===== config.mk =====
export PLATFORM = sky130hd
export DESIGN_NAME = t1YellowDetect
export DESIGN_NICKNAME = d
export VERILOG_FILES = /design/src/rtl/yellowPkg.sv /design/src/rtl/ytCtrl.sv /design/src/rtl/ytPath.sv /design/src/rtl/t1YellowDetect.sv
export SDC_FILE = /design/constraint.sdc
export NUM_CORES = 1
export LEC_CHECK = 0
export CAP_MARGIN = 0
export CORE_UTILIZATION = 51
export CTS_BUF_LIST = sky130_fd_sc_hd__clkbuf_8
export CTS_CLUSTER_SIZE = 28
export DETAILED_ROUTE_END_ITERATION = 10
export PLACE_DENSITY = 0.87
export RECOVER_POWER = 25
export REMOVE_ABC_BUFFERS = 1
export SLEW_MARGIN = 10
export SYNTH_ARGS = -nofsm -noshare
export SYNTH_HDL_FRONTEND = slang
export SYNTH_SLANG_ARGS = --single-unit

===== constraint.sdc =====
create_clock -name clk -period 2.15 [get_ports clk]
set_clock_uncertainty 0.15 [all_clocks]
set_input_delay 0.215 -clock clk [delete_from_list [all_inputs] [get_ports clk]]
set_output_delay 0.215 -clock clk [all_outputs]
set_load 0.02 [all_outputs]

===== src/rtl/yellowPkg.sv =====
package yellowPkg;
  typedef enum logic [1:0] {
    MODE_BIT2 = 2'd0,
    MODE_SBIT = 2'd1,
    MODE_LINK = 2'd2
  } modeT;

  typedef struct packed {
    logic clr;       // mode changed: wipe all progress
    logic chanStb;   // channel byte to judge (channel-bit mode only)
    logic frameStb;  // selected frame S-bit to apply (S-bit mode only)
    logic linkStb;   // data-link bit to shift (data-link mode only)
  } stbT;
endpackage


===== src/rtl/ytCtrl.sv =====
module ytCtrl
  import yellowPkg::*;
#(
  parameter int FRAME_W   = 4,
  parameter int FRAME_SEL = 12
) (
  input  logic               clk,
  input  logic               rstN,
  input  logic               modeHi,
  input  logic               modeLo,
  input  logic               chanValid,
  input  logic               frameValid,
  input  logic [FRAME_W-1:0] frameNum,
  input  logic               dlValid,
  output stbT                stb
);
  modeT modeNow, modeQ;

  always_comb begin
    if (modeHi)      modeNow = MODE_LINK;
    else if (modeLo) modeNow = MODE_SBIT;
    else             modeNow = MODE_BIT2;
  end

  always_ff @(posedge clk) begin
    if (!rstN) modeQ <= MODE_BIT2;
    else       modeQ <= modeNow;
  end

  always_comb begin
    stb.clr      = (modeNow != modeQ);
    stb.chanStb  = !stb.clr && (modeQ == MODE_BIT2) && chanValid;
    stb.frameStb = !stb.clr && (modeQ == MODE_SBIT) && frameValid &&
                   (frameNum == FRAME_W'(FRAME_SEL));
    stb.linkStb  = !stb.clr && (modeQ == MODE_LINK) && dlValid;
  end

  // at most one format is ever live in a cycle
  assert_one_format_R10: assert property (@(posedge clk) disable iff (!rstN)
    $onehot0({stb.chanStb, stb.frameStb, stb.linkStb}));
  // the cycle after a mode change sees a settled mode
  assert_clr_single_R9: assert property (@(posedge clk) disable iff (!rstN)
    stb.clr && $stable(modeHi) && $stable(modeLo) |=> !stb.clr);
endmodule


===== src/rtl/ytPath.sv =====
module ytPath
  import yellowPkg::*;
#(
  parameter int          CHAN_W    = 8,
  parameter int          RUN_LEN   = 256,
  parameter int          WORD_W    = 16,
  parameter int          LINK_REPS = 16,
  parameter logic [15:0] PATTERN   = 16'h00FF
) (
  input  logic              clk,
  input  logic              rstN,
  input  stbT               stb,
  input  logic [CHAN_W-1:0] chanData,
  input  logic              sBit,
  input  logic              dlBit,
  output logic              yellow
);
  localparam int MARK_BIT = CHAN_W - 2;
  localparam int RUN_W    = $clog2(RUN_LEN + 1);
  localparam int REP_W    = $clog2(LINK_REPS + 1);
  localparam int BIT_W    = $clog2(WORD_W);

  logic [RUN_W-1:0]  runCnt;
  logic [REP_W-1:0]  repCnt;
  logic [BIT_W-1:0]  bitCnt;
  logic [WORD_W-1:0] shiftQ;
  logic [WORD_W-1:0] wordNow;
  logic              wordDone, wordGood, chanMark;

  assign chanMark = !chanData[MARK_BIT];
  assign wordNow  = {shiftQ[WORD_W-2:0], dlBit};
  assign wordDone = stb.linkStb && (bitCnt == BIT_W'(WORD_W - 1));
  assign wordGood = (wordNow == PATTERN[WORD_W-1:0]);

  always_ff @(posedge clk) begin
    if (!rstN || stb.clr) begin
      runCnt <= '0;
      repCnt <= '0;
      bitCnt <= '0;
      shiftQ <= '0;
      yellow <= 1'b0;
    end else begin
      if (stb.chanStb) begin
        if (chanMark) begin
          if (runCnt != RUN_W'(RUN_LEN)) runCnt <= runCnt + 1'b1;
          if (runCnt >= RUN_W'(RUN_LEN - 1)) yellow <= 1'b1;
        end else begin
          runCnt <= '0;
          yellow <= 1'b0;
        end
      end
      if (stb.frameStb) yellow <= sBit;
      if (stb.linkStb) begin
        shiftQ <= wordNow;
        bitCnt <= bitCnt + 1'b1;
      end
      if (wordDone) begin
        if (wordGood) begin
          if (repCnt != REP_W'(LINK_REPS)) repCnt <= repCnt + 1'b1;
          if (repCnt >= REP_W'(LINK_REPS - 1)) yellow <= 1'b1;
        end else begin
          repCnt <= '0;
          yellow <= 1'b0;
        end
      end
    end
  end

  assert_run_sat_R2: assert property (@(posedge clk) disable iff (!rstN)
    runCnt <= RUN_W'(RUN_LEN));
  assert_rep_sat_R7: assert property (@(posedge clk) disable iff (!rstN)
    repCnt <= REP_W'(LINK_REPS));
  assert_chan_clear_R3: assert property (@(posedge clk) disable iff (!rstN)
    stb.chanStb && chanData[MARK_BIT] |=> !yellow && runCnt == '0);
  assert_sbit_follow_R4: assert property (@(posedge clk) disable iff (!rstN)
    stb.frameStb |=> yellow == $past(sBit));
  assert_sbit_drop_R5: assert property (@(posedge clk) disable iff (!rstN)
    stb.frameStb && !sBit |=> !yellow);
  assert_link_clear_R8: assert property (@(posedge clk) disable iff (!rstN)
    wordDone && !wordGood |=> !yellow && repCnt == '0);
  assert_mode_wipe_R9: assert property (@(posedge clk) disable iff (!rstN)
    stb.clr |=> !yellow && runCnt == '0 && repCnt == '0 && bitCnt == '0);
endmodule


===== src/rtl/t1YellowDetect.sv =====
module t1YellowDetect
  import yellowPkg::*;
#(
  parameter int CHAN_W    = 8,
  parameter int FRAME_W   = 4,
  parameter int RUN_LEN   = 256,
  parameter int LINK_REPS = 16
) (
  input  logic               clk,
  input  logic               rstN,
  input  logic               modeHi,
  input  logic               modeLo,
  input  logic               chanValid,
  input  logic [CHAN_W-1:0]  chanData,
  input  logic               frameValid,
  input  logic [FRAME_W-1:0] frameNum,
  input  logic               sBit,
  input  logic               dlValid,
  input  logic               dlBit,
  output logic               yellow
);
  stbT stb;

  ytCtrl #(.FRAME_W(FRAME_W), .FRAME_SEL(12)) u_ctrl (
    .clk(clk), .rstN(rstN), .modeHi(modeHi), .modeLo(modeLo),
    .chanValid(chanValid), .frameValid(frameValid), .frameNum(frameNum),
    .dlValid(dlValid), .stb(stb)
  );

  ytPath #(
    .CHAN_W(CHAN_W), .RUN_LEN(RUN_LEN), .WORD_W(16),
    .LINK_REPS(LINK_REPS), .PATTERN(16'h00FF)
  ) u_path (
    .clk(clk), .rstN(rstN), .stb(stb), .chanData(chanData),
    .sBit(sBit), .dlBit(dlBit), .yellow(yellow)
  );

  // out of reset the alarm is quiet
  assert_reset_quiet_R11: assert property (@(posedge clk)
    !rstN |=> !yellow);
endmodule


Yosys cells after proc, flatten, opt, wreduce, memory -nomap -nowiden
Index checks and enable logic that the tools add are counted.
{ "classes": {"add_sub_neg": 3, "n_lt_le_gt_ge": 2, "eq_ne": 9, "mux": 13, "reduce_logical": 15} }
{ "ops": {"columns": ["cell", "count"], "rows": [
  ["$mux 9", 2],
  ["$eq 16x8->1 const B", 1],
  ["$mux 5", 2],
  ["$add 9x1->9 const B", 1],
  ["$ge 9x8->1 const B", 1],
  ["$ne 9x9->1 const B", 1],
  ["$eq 4x4->1 const B", 2],
  ["$logic_and 1x1->1", 8],
  ["$mux 1", 8],
  ["$add 5x1->5 const B", 1],
  ["$ge 5x4->1 const B", 1],
  ["$ne 5x5->1 const B", 1],
  ["$add 4x1->4 const B", 1],
  ["$reduce_and 2->1", 2],
  ["$eq 2x1->1 const B", 1],
  ["$eq 2x2->1 const B", 1],
  ["$logic_not 1->1", 2],
  ["$logic_not 2->1", 1],
  ["$mux 2", 1],
  ["$ne 2x2->1", 1],
  ["$ne 2x2->1 const B", 1],
  ["$reduce_bool 2->1", 1],
  ["$logic_or 1x1->1", 1]
]} }
{ "word_totals": {"register_bits": 36, "in_bits": 21, "output_inout_bits": 1, "word_cells": 48} }

Logic depth before layout (Yosys ltp)
Gate-level depths: netlist of the first run.
{ "depth": {"ltp_word": 11, "mapped_depth": 8, "mapped_depth_nobuf": 8} }

Cells and area by module
Synthesis of the first run repeated with hierarchy kept, for this count alone.
{ "unflattened": {"hier_cells": 184, "hier_area_um2": 1710.4} }
{ "modules_own_cells": {"columns": ["mod", "n_inst", "cells_each", "area_per_inst_um2", "seq_area_each_um2"], "rows": [
  ["ytPath", 1, 170, 1582.8, 680.7],
  ["ytCtrl", 1, 14, 127.6, 40.0]
]} }

Worst setup path before layout of the first run
Ideal clock, no wire load.
{ "synth_timing": {"path_type": "flip-flop to flip-flop", "startpoint": "register u_ctrl.modeQ[0]", "endpoint": "register u_path.runCnt[3]", "arrival_time_ns": 1.910, "setup_slack_ns": 0.017, "path_stages_with_launch": 7, "path_buffers": 2, "synth_period_minus_slack_ns": 2.133, "path_cell_list": "dfxtp_1 or4b_1 buf_2 or2_0 buf_2 or4_1 a21oi_1"} }
{ "synth_between": {"elab_chain_cells": 5, "word_cells_on_any_way": 7, "classes_between": "eq/ne (1); reduce/logical (6)"} }
{ "synth_rtl": {"columns": ["item", "line", "text"], "rows": [
  ["start, declared", "ytCtrl.sv:17", "modeT modeNow, modeQ;"],
  ["start signal, assigned", "ytCtrl.sv:27", "else modeQ <= modeNow;"],
  ["$ne 2x2->1", "ytCtrl.sv:31", "stb.clr = (modeNow != modeQ);"],
  ["$logic_not 1->1", "ytCtrl.sv:32", "stb.chanStb = !stb.clr && (modeQ == MODE_BIT2) && chanValid;"],
  ["$logic_and 1x1->1 (2 in series)", "ytCtrl.sv:32", null],
  ["$reduce_and 2->1 (no line)", null, null],
  ["end signal, assigned", "ytPath.sv:45", "if (runCnt != RUN_W'(RUN_LEN)) runCnt <= runCnt + 1'b1;"],
  ["end, declared", "ytPath.sv:23", "logic [RUN_W-1:0] runCnt;"]
]} }
Parallel ways exist; a longest one is shown, timed or not.
A chain may end at the register's enable or synchronous reset.

Final worst setup path of the first run
{ "layout_timing": {"startpoint": "input modeLo", "endpoint": "register u_path.shiftQ[9]"} }
{ "layout_between": {"elab_chain_cells": 6, "word_cells_on_any_way": 7, "classes_between": "eq/ne (1); mux (2); reduce/logical (4)"} }
{ "layout_rtl": {"columns": ["item", "line", "text"], "rows": [
  ["start, declared", "t1YellowDetect.sv:12", "input logic modeLo,"],
  ["$mux 1 (*)", "ytCtrl.sv:21", "else if (modeLo) modeNow = MODE_SBIT;"],
  ["$mux 2 (*)", "ytCtrl.sv:20", "if (modeHi) modeNow = MODE_LINK;"],
  ["$ne 2x2->1 (*)", "ytCtrl.sv:31", null],
  ["$logic_not 1->1", "ytCtrl.sv:35", "stb.linkStb = !stb.clr && (modeQ == MODE_LINK) && dlValid;"],
  ["$logic_and 1x1->1 (2 in series)", "ytCtrl.sv:35", null],
  ["end signal, assigned", "ytPath.sv:54", "shiftQ <= wordNow;"],
  ["end, declared", "ytPath.sv:26", "logic [WORD_W-1:0] shiftQ;"]
]} }
Every way passes the cells marked *; elsewhere a longest branch is shown, timed or not.

==> results_dict.tcl, run 1 <==
set metrics [dict create \
    synth_top_cell_area_share_pct 40.4 \
    p_switching_w 0.000299 \
    grt_setup_unrepaired "false" \
    p_leak_nw 0.724 \
    dieWidth_um 61.1 \
    vias_per_cell 5.71 \
    slowest_delay_ns 0.60 \
    first_global_vias 1457 \
    r2r-end "u_path.runCnt[3]$_SDFFE_PP0P_" \
    critPathLaunch "modeLo" \
    vias 1599 \
    ys_types 41 \
    path_delay_family "buffers and inverters" \
    dpl.hpwl_um 2800 \
    dieArea_mm2 0.00374 \
    diodes 0 \
    first_iter_violations 117 \
    fmax_ghz 0.500 \
    grt.total_usage_pct 22.7 \
    start_kind "input pin" \
    p_sw_share_pct 21.9 \
    cts_num_sinks 36 \
    power.density_cell_area_mw_per_mm2 628 \
    io_pins 22 \
    cp.arrival_ns 2.03 \
    setup_violations 0 \
    maxSlewViolCount 0 \
    setup_ws_ns 0.150 \
    maxCapViolations 0 \
    coreArea_mm2 0.00334 \
    cp-end-kind "flip-flop" \
    clk_pin_slew_ns 0.07 \
    post-place-ws_ns -0.281 \
    clockBufferDepth 2 \
    regArea_um2 721 \
    io_buffers 14 \
    yosysSeqAreaShare_pct 40.4 \
    final_nets 261 \
    cp_slowest_cell "dlygate4sd3_1" \
    critPathBufInv 3 \
    routed_wl_um 3870 \
    cp.required_ns 2.18 \
    async_reset_ff_share_pct 0 \
    fill_cells 283 \
    cts_tree "yes" \
    fin_crit_ns 2.00 \
    final_core_util_pct 65.1 \
    wl_per_cell_um 13.8 \
    grt-ovfl-total 0 \
    dr.pass1.iters 4 \
    crit_type "in -> reg" \
    syn_area_mm2 0.00178 \
    grt_max_degree 20 \
    p_comb_share_pct 7.9 \
    die_y_um 61.1 \
    final.period_utilization_pct 93.0 \
    layout-drive-gt1-share_pct 12.4 \
    crit_path_max_fanout 10 \
    yosysTopAreaCell "dfxtp_1" \
    slew_headroom_pct 68.1 \
    synth_cells 206 \
    layout_common_cells "dfxtp_1, nor2_1, inv_1" \
    numCtsBuffers 5 \
    reg2reg_depth 4 \
    r2r-start "u_ctrl.modeQ[1]$_SDFF_PN0_" \
    path_depth 7 \
    ys_warn_count 0 \
    outcome "finished clean" \
    insertion_delay_ns 0.29 \
    synth_top_flop_cell "dfxtp_1" \
    rows 21 \
    ys_top_cells_by_area "dfxtp_1, ha_1, nor2_1, nor3b_1, a311oi_1" \
    tightest_slew_ns 0.479 \
    peakVddDrop_mv 0.493 \
    drtAntennaViolNets 0 \
    hp-class "in -> reg" \
    avgSynthCellArea_um2 8.66 \
    antenna_found_initial 0 \
    areaGrowthSynthToFinish_pct 21.8 \
    final_common_cell "dfxtp_1" \
    power.share.sequential_pct 49.7 \
    crit_path_cell_trace "dlygate4sd3_1 -> xor2_1 -> o31ai_1 -> buf_4 -> nand2_1 -> clkbuf_1 -> a311oi_1" \
    place_congestion 0.899 \
    root_buffer "clkbuf_8" \
    power.internal_w 0.00107 \
    crit_end "u_path.shiftQ[9]$_SDFFE_PP0P_" \
    ff2ff_setup_slack_ns 0.18 \
    grt_pass1_wl_um 6270 \
    synth_edf_count 0 \
    pwr-share-clk_pct 42.4 \
    hold_violations 0 \
    h-tree-depth 2 \
    cts_hold_buf 0 \
    start_util_pct 53.5 \
    drc 0 \
    multi_input_area_um2 956 \
    ys_ff_latch 36 \
]
## layout make-up
type | count | area share (%)
Multi-Input combinational cell | 142 | 44.0
Clock inverter | 3 | 1.78
Sequential cell | 36 | 33.2
Clock buffer | 5 | 3.17
Inverter | 16 | 2.76
Timing Repair Buffer | 32 | 12.5
Tap cell | 46 | 2.65
## power by group through the flow
stage / sequential [W] / combinational, W / clock (W)
CTS: 0.000678 / 0.000111 / 0.000595
global placement: 0.000693 / 0.000108 / 0
floorplan: 0.000693 / 0.0000431 / 0
global route: 0.000679 / 0.000117 / 0.000627
finish: 0.000678 / 0.000108 / 0.000579
detailed placement: 0.000694 / 0.000109 / 0
## worst min path at each step
stage | startpoint | end | depth (start not counted)
2_1_floorplan | modeHi | u_path.shiftQ[11]$_SDFFE_PP0P_ | 1
3_3_place_gp | u_path.shiftQ[10]$_SDFFE_PP0P_ | u_path.shiftQ[10]$_SDFFE_PP0P_ | 2
3_5_place_dp | u_path.shiftQ[10]$_SDFFE_PP0P_ | u_path.shiftQ[10]$_SDFFE_PP0P_ | 2
4_1_cts | u_path.shiftQ[10]$_SDFFE_PP0P_ | u_path.shiftQ[10]$_SDFFE_PP0P_ | 2
5_1_grt | modeHi | u_ctrl.modeQ[1]$_SDFF_PN0_ | 2
6_report | modeHi | u_ctrl.modeQ[1]$_SDFF_PN0_ | 2
## metrics by stage
step	std cells	total power, W	area (um^2)	hold slack [ns]	setup TNS, ns
detailed placement	272	0.000803	2070	0.315	-1.97
CTS	280	0.00138	2180	0.330	0
finish	280	0.00137	2170	0.144	0
global route	280	0.00142	2170	0.174	0
floorplan	194	0.000736	1740	0.180	0
global placement	272	0.000801	2070	0.321	-1.56
## routing by layer
layer  GRT usage (%)  share of wire, %  up-vias
li1                -                 -      810
met1            26.3                44      748
met2            39.8                51       33
met3            5.25               3.7        8
met4            10.1               1.4        0
met5               0                 0        -
## repair_timing
item / CTS / global route
endpoints found under the hold margin: 0 / 0
gates resized for setup: 0 / 2
endpoints found under the setup margin: 0 / 5
buffers inserted: 0 / 0
## worst register-to-register path: stages (launching register included)
cell and delay (ns):
dfxtp_1 0.35, or4b_1 0.49, or2_1 0.26, or4_1 0.51
a21oi_1 0.15
## synth_stat cells, types with 3 or more instances
cell	number
dfxtp_1	36
ha_1	7
nand3b_1	5
o21ai_0	6
inv_1	16
nor3b_1	10
a211oi_1	7
nor3_1	9
nor2_1	20
nor4_1	4
clkbuf_1	10
a311oi_1	7
xnor2_1	5
nand2_1	6
or4_1	4
nand4b_1	3
nand4_1	6
o31ai_1	3
nand3_1	7
a21oi_1	7
## sequential cells by signal, summed over array words and instances (netlist names)
name and cells:
u_path.repCnt 5, u_path.bitCnt 4, u_path.yellow 1, u_path.runCnt 9
u_ctrl.modeQ 2, u_path.shiftQ 15
## logic make-up after synthesis
kind of cell | after synthesis | synth area share (%)
buffers and inverters | 28 | 6.03
AO/OA/AOI/OAI | 39 | 15.4
flip-flops | 36 | 40.4
XOR/XNOR | 7 | 3.44
adder cells (fa/ha/maj) | 7 | 4.91
AND/OR/NAND/NOR | 89 | 29.9
Note: power is estimated with default switching activity, not from simulation.
==> run 2, diff against run 1 <==
GPL_TIMING_DRIVEN = 0   (was unset)
SYNTH_HIERARCHICAL = 1   (was unset)
==> run 2 against run 1 <==
Sequential share of layout area is 1.8 points higher. Count of clock-buffer cells in the layout is the same. Fmax decreased by 1.4%. Routed wire length is 5.8% lower. Sequential power fell by 1%. Via count fell by 12%. Final cell count is 11% lower. First-iteration DRC count decreased by 32%. Clock power rose by 2%. Register-to-register slack worse by 0.06 ns.
==> results_dict.tcl, run 2 <==
set metrics [dict create \
    setup_tns_ns 0 \
    power.density_cell_area_mw_per_mm2 646 \
    h-tree-depth 2 \
    io_buffers 14 \
    diodes 0 \
    hold_violations 0 \
    p_comb_share_pct 5.4 \
    layout-drive-gt1-share_pct 11.7 \
    final_nets 232 \
    vias 1407 \
    synth_top_flop_cell "dfxtp_1" \
    clockBufferDepth 2 \
    dieWidth_um 59.9 \
    drtAntennaViolNets 0 \
    routed_wl_um 3650 \
    wl_per_cell_um 14.7 \
    avgSynthCellArea_um2 9.30 \
    fmax_ghz 0.493 \
    io_pins 22 \
    first_global_vias 1262 \
    coreArea_mm2 0.00313 \
    maxCapViolations 0 \
    peakVddDrop_mv 0.441 \
    vias_per_cell 5.65 \
    crit_path_max_fanout 10 \
    top_register "u_path/shiftQ" \
    largest_reg_flops 15 \
    cts_num_sinks 36 \
    fill_cells 244 \
    place_congestion 0.829 \
    reg.largest.list "u_path/shiftQ x15, u_path/runCnt x9, u_path/repCnt x5" \
    cts_tree "yes" \
    die_y_um 59.9 \
    p_sw_share_pct 21.3 \
    grt_pass1_wl_um 5660 \
    grt_max_degree 25 \
    insertion_delay_ns 0.29 \
    ys_ff_latch 36 \
    dieArea_mm2 0.00359 \
    regArea_um2 721 \
    ys_types 37 \
    place_inst 237 \
    crit_path_cell_trace "nor2b_2 -> and3_4 -> nand4_1 -> buf_4 -> a31oi_4 -> nand2_2 -> o31ai_1" \
    dr.pass1.iters 4 \
    slew_headroom_pct 62.0 \
    yosysSeqAreaShare_pct 42.1 \
    ys_warn_count 6 \
    antenna_found_initial 0 \
    synth_edf_count 0 \
    syn_area_mm2 0.00171 \
    crit_type "reg -> reg" \
    synth_commonest_cells "dfxtp_1, nor2_1, mux2i_1" \
    setup_violations 0 \
    clk_pin_slew_ns 0.07 \
    cp.required_ns 2.19 \
    yosysTopAreaCell "dfxtp_1" \
    fin_area_mm2 0.00206 \
    power.share.sequential_pct 50.4 \
    outcome "finished clean" \
    hp-class "reg -> reg" \
    grt-ovfl-total 0 \
    dpl-instance-area_mm2 0.00189 \
    p_switching_w 0.000284 \
    grt.total_usage_pct 21.4 \
    start_kind "flip-flop" \
    cp_slowest_cell "dfxtp_1" \
    ys_top_cells_by_area "dfxtp_1, mux2i_1, nor2_1, ha_1, nand4_1" \
    instances_no_fill 249 \
    cts_hold_buf 0 \
    multi_input_area_um2 986 \
    first_iter_violations 80 \
    p_leak_nw 0.677 \
    fin_crit_ns 2.03 \
    final.period_utilization_pct 94.4 \
    cp-end-kind "flip-flop" \
    drc 0 \
    synth_top_cell_area_share_pct 42.1 \
    power.total_w 0.00133 \
    areaGrowthSynthToFinish_pct 20.6 \
    synth_cells 184 \
    yosysMostFrequentCell "dfxtp_1" \
    power.internal_w 0.00105 \
    dpl.hpwl_um 2280 \
    pwr-share-clk_pct 44.2 \
    slowest_delay_ns 0.36 \
    maxSlewViolCount 0 \
    numCtsBuffers 5 \
    root_buffer "clkbuf_8" \
    cp.arrival_ns 2.07 \
    rows 20 \
    layout_common_cells "dfxtp_1, nor2_1, mux2i_1" \
    final_common_cell "dfxtp_1" \
    start_util_pct 54.7 \
    async_reset_ff_share_pct 0 \
    tightest_slew_ns 0.565 \
]
run 2: cell type report:
| type | instances | area share, % |
|---|---|---|
| Multi-Input combinational cell | 137 | 47.8 |
| Sequential cell | 36 | 35.0 |
| Timing Repair Buffer | 17 | 7.89 |
| Clock buffer | 5 | 3.34 |
| Tap cell | 44 | 2.67 |
| Clock inverter | 3 | 2.06 |
| Inverter | 7 | 1.27 |
run 2: per-layer routing:
metal | track usage (%) | wire length (um) | part of all wire [%]
met3 | 6.49 | 141 | 3.9
met2 | 35.4 | 1850 | 51
met1 | 25.4 | 1630 | 45
met5 | 0 | 0 | 0
met4 | 9.63 | 27 | 0.74
run 2: stage by stage:
stage	worst slack [ns]	util (%)	hold WS (ns)
2_1_floorplan	-0.390	-	0.187
3_3_place_gp	-1.14	60.3	0.323
3_5_place_dp	-1.21	60.3	0.329
4_1_cts	0.0240	64.5	0.346
5_1_grt	-0.00249	65.9	0.386
6_report	0.121	65.9	0.346
run 2: worst paths after layout:
path | cells after the start | endpoint | startpoint | slack [ns]
min reg2reg | 2 | u_path/shiftQ[14]$_SDFFE_PP0P_ | u_path/shiftQ[14]$_SDFFE_PP0P_ | 0.35
max | 7 | u_path/repCnt[4]$_SDFFE_PP0P_ | u_ctrl/modeQ[1]$_SDFF_PN0_ | 0.12
min | 2 | u_path/shiftQ[14]$_SDFFE_PP0P_ | u_path/shiftQ[14]$_SDFFE_PP0P_ | 0.35
max reg2reg | 7 | u_path/repCnt[4]$_SDFFE_PP0P_ | u_ctrl/modeQ[1]$_SDFF_PN0_ | 0.12
run 2: power by group through the flow:
stage               Clock, W  Combinational, W  Sequential [W]
floorplan                  0         0.0000316        0.000686
global placement           0         0.0000647        0.000687
detailed placement         0         0.0000666        0.000687
CTS                 0.000596         0.0000671        0.000671
global route        0.000631         0.0000776        0.000672
finish              0.000588         0.0000721        0.000671
run 2: critical path, delay by kind of cell, from the launching register on:
family | cells | cell delay (ns)
AND/OR/NAND/NOR | 4 | 0.80
flip-flops | 1 | 0.36
AO/OA/AOI/OAI | 2 | 0.43
buffers and inverters | 1 | 0.19
run 2: repair_timing:
item | CTS | global route
pin swaps | 1 | 2
cloned | 0 | 1
endpoints found under the setup margin | 7 | 7
setup buffers | 2 | 1
gates resized for setup | 2 | 6
run 2: cell families after synthesis:
kind of cell             synth area share, %
AND/OR/NAND/NOR                         26.4
flip-flops                              42.1
AO/OA/AOI/OAI                           9.00
multiplexers                            10.5
buffers and inverters                   2.71
XOR/XNOR                                4.10
adder cells (fa/ha/maj)                 5.12
==> run 3, diff against run 2 <==
SETUP_SLACK_MARGIN = 0.2   (was unset)
==> run 3 against run 2 <==
Via count increased by 3.3%. Die area unchanged. Hold slack got worse by 0.13 ns. Global-route usage increased by 1.5 points. Count of clock-buffer cells in the layout unchanged. Worst setup slack improved by 0.089 ns. Clock power about the same. Core utilization increased by 2.1 points. Sequential cell count unchanged. First-iteration DRC count decreased by 11%. Critical path depth unchanged. Critical path type unchanged. Critical endpoint is now u_path/repCnt[3]$_SDFFE_PP0P_. Highest routed layer unchanged.
==> results_dict.tcl, run 3 (synthesized netlist as in run 2, its figures left out) <==
set metrics [dict create \
    ff2ff_setup_slack_ns 0.21 \
    maxCapViolations 0 \
    rows 20 \
    grt.total_usage_pct 22.9 \
    layout-drive-gt1-share_pct 17.7 \
    place_inst 237 \
    numCtsBuffers 5 \
    drtAntennaViolNets 0 \
    slew_headroom_pct 66.9 \
    crit_type "reg -> reg" \
    instances_no_fill 253 \
    peakVddDrop_mv 0.459 \
    wl_per_cell_um 15.6 \
    hold_violations 0 \
    wl_met3_um 129 \
    final.period_utilization_pct 90.2 \
    place_congestion 0.829 \
    antenna_found_initial 0 \
    start_kind "flip-flop" \
    crit_path_max_fanout 4 \
    reg.largest.list "u_path/shiftQ x15, u_path/runCnt x9, u_path/repCnt x5" \
    clockBufferDepth 2 \
    coreArea_mm2 0.00313 \
    fmax_ghz 0.516 \
    cp-end-kind "flip-flop" \
    io_pins 22 \
    drc 0 \
    maxSlewViolCount 0 \
    dr.pass1.iters 5 \
    drt-met1-wl_um 1710 \
    first_iter_violations 71 \
    final_common_cell "dfxtp_1" \
    reg2reg_depth 7 \
    p_leak_nw 0.718 \
    cts_num_sinks 36 \
    final_nets 236 \
    die_y_um 59.9 \
    largest_reg_flops 15 \
    tightest_slew_ns 0.497 \
    areaGrowthSynthToFinish_pct 24.4 \
    top_register "u_path/shiftQ" \
    h-tree-depth 2 \
    grt_setup_unrepaired "true" \
    dieArea_mm2 0.00359 \
    cp.required_ns 2.21 \
    power.density_cell_area_mw_per_mm2 630 \
    regArea_um2 723 \
    vias_per_cell 5.74 \
    fill_cells 233 \
    root_buffer "clkbuf_8" \
    final_core_util_pct 68.0 \
    routed_wl_um 3940 \
    fin_crit_ns 1.94 \
    grt_max_degree 25 \
    cts_hold_buf 0 \
    start_util_pct 54.7 \
    grt-ovfl-total 0 \
    first_global_vias 1339 \
    layout_common_cells "dfxtp_1, nor2_1, mux2i_1" \
    cp.arrival_ns 2.00 \
    top_layer_used "met4" \
    hold_path_depth 2 \
    setup_violations 0 \
    outcome "finished clean" \
    met2_wirelength_um 1960 \
    cts_tree "yes" \
    diodes 0 \
    insertion_delay_ns 0.29 \
    clk_pin_slew_ns 0.07 \
    vias 1453 \
    dieWidth_um 59.9 \
    dpl.hpwl_um 2280 \
    grt_pass1_wl_um 6040 \
    hp-class "in -> reg" \
    multi_input_area_mm2 0.00102 \
    io_buffers 14 \
]
==> run 3: cell count changes in the layout (fill, tap and decap cells not counted), sizes merged <==
cell / previous run / this run
buf: 3 / 7
dlygate4sd3: 1 / 3
clkdlybuf4s50: 13 / 10
dlymetal6s2s: 0 / 1
==> run 3: area by class of cell <==
type / count / area share (%)
multi-input combinational: 137 / 47.7
clock inverter: 3 / 2.00
inverter: 7 / 1.23
timing repair buffer: 21 / 9.23
tap: 44 / 2.59
clock buffer: 5 / 3.23
sequential: 36 / 34.0
==> run 3: final timing paths <==
kind / startpoint / to
setup reg to reg: u_ctrl/modeQ[1]$_SDFF_PN0_ / u_path/repCnt[3]$_SDFFE_PP0P_
hold / removal: modeHi / u_ctrl/modeQ[1]$_SDFF_PN0_
setup / recovery: u_ctrl/modeQ[1]$_SDFF_PN0_ / u_path/repCnt[3]$_SDFFE_PP0P_
hold reg to reg: u_path/shiftQ[14]$_SDFFE_PP0P_ / u_path/shiftQ[14]$_SDFFE_PP0P_
==> run 3: through the flow <==
step           setup TNS [ns]  hold WS [ns]  worst slack [ns]  total power, W  instance area (um^2)
2_1_floorplan           -1.79         0.187            -0.390        0.000718                  1690
3_3_place_gp            -8.90         0.323             -1.14        0.000751                  1890
3_5_place_dp           -10.25         0.329             -1.21        0.000753                  1890
4_1_cts                     0         0.346             0.212         0.00134                  2060
5_1_grt                     0         0.224             0.146         0.00139                  2130
6_report                    0         0.212             0.210         0.00134                  2130
==> run 3: routing by layer <==
| metal | global-route usage (%) | up-vias |
|---|---|---|
| met1 | 26.4 | 698 |
| met4 | 10.6 | 0 |
| li1 | - | 708 |
| met5 | 0 | - |
| met3 | 6.93 | 14 |
| met2 | 38.6 | 33 |
==> run 3: timing repair <==
action,CTS,global route
resized for setup,7,13
cloned,1,1
setup buffers,4,2
setup endpoints to repair,28,11
pin swaps,4,6
==> run 3: where the power goes <==
group | total (W) | switching (W) | internal (W)
combinational | 0.0000769 | 0.0000384 | 0.0000385
clock | 0.000591 | 0.000248 | 0.000343
sequential | 0.000672 | 0.00000336 | 0.000669
==> run 3: critical path, stage by stage (launching register included) <==
cell     delay [ns]
dfxtp_2        0.36
nor2b_4        0.20
and3_4         0.21
nand4_1        0.23
buf_4          0.25
nor3_1         0.22
nand2_1        0.09
a31oi_1        0.15
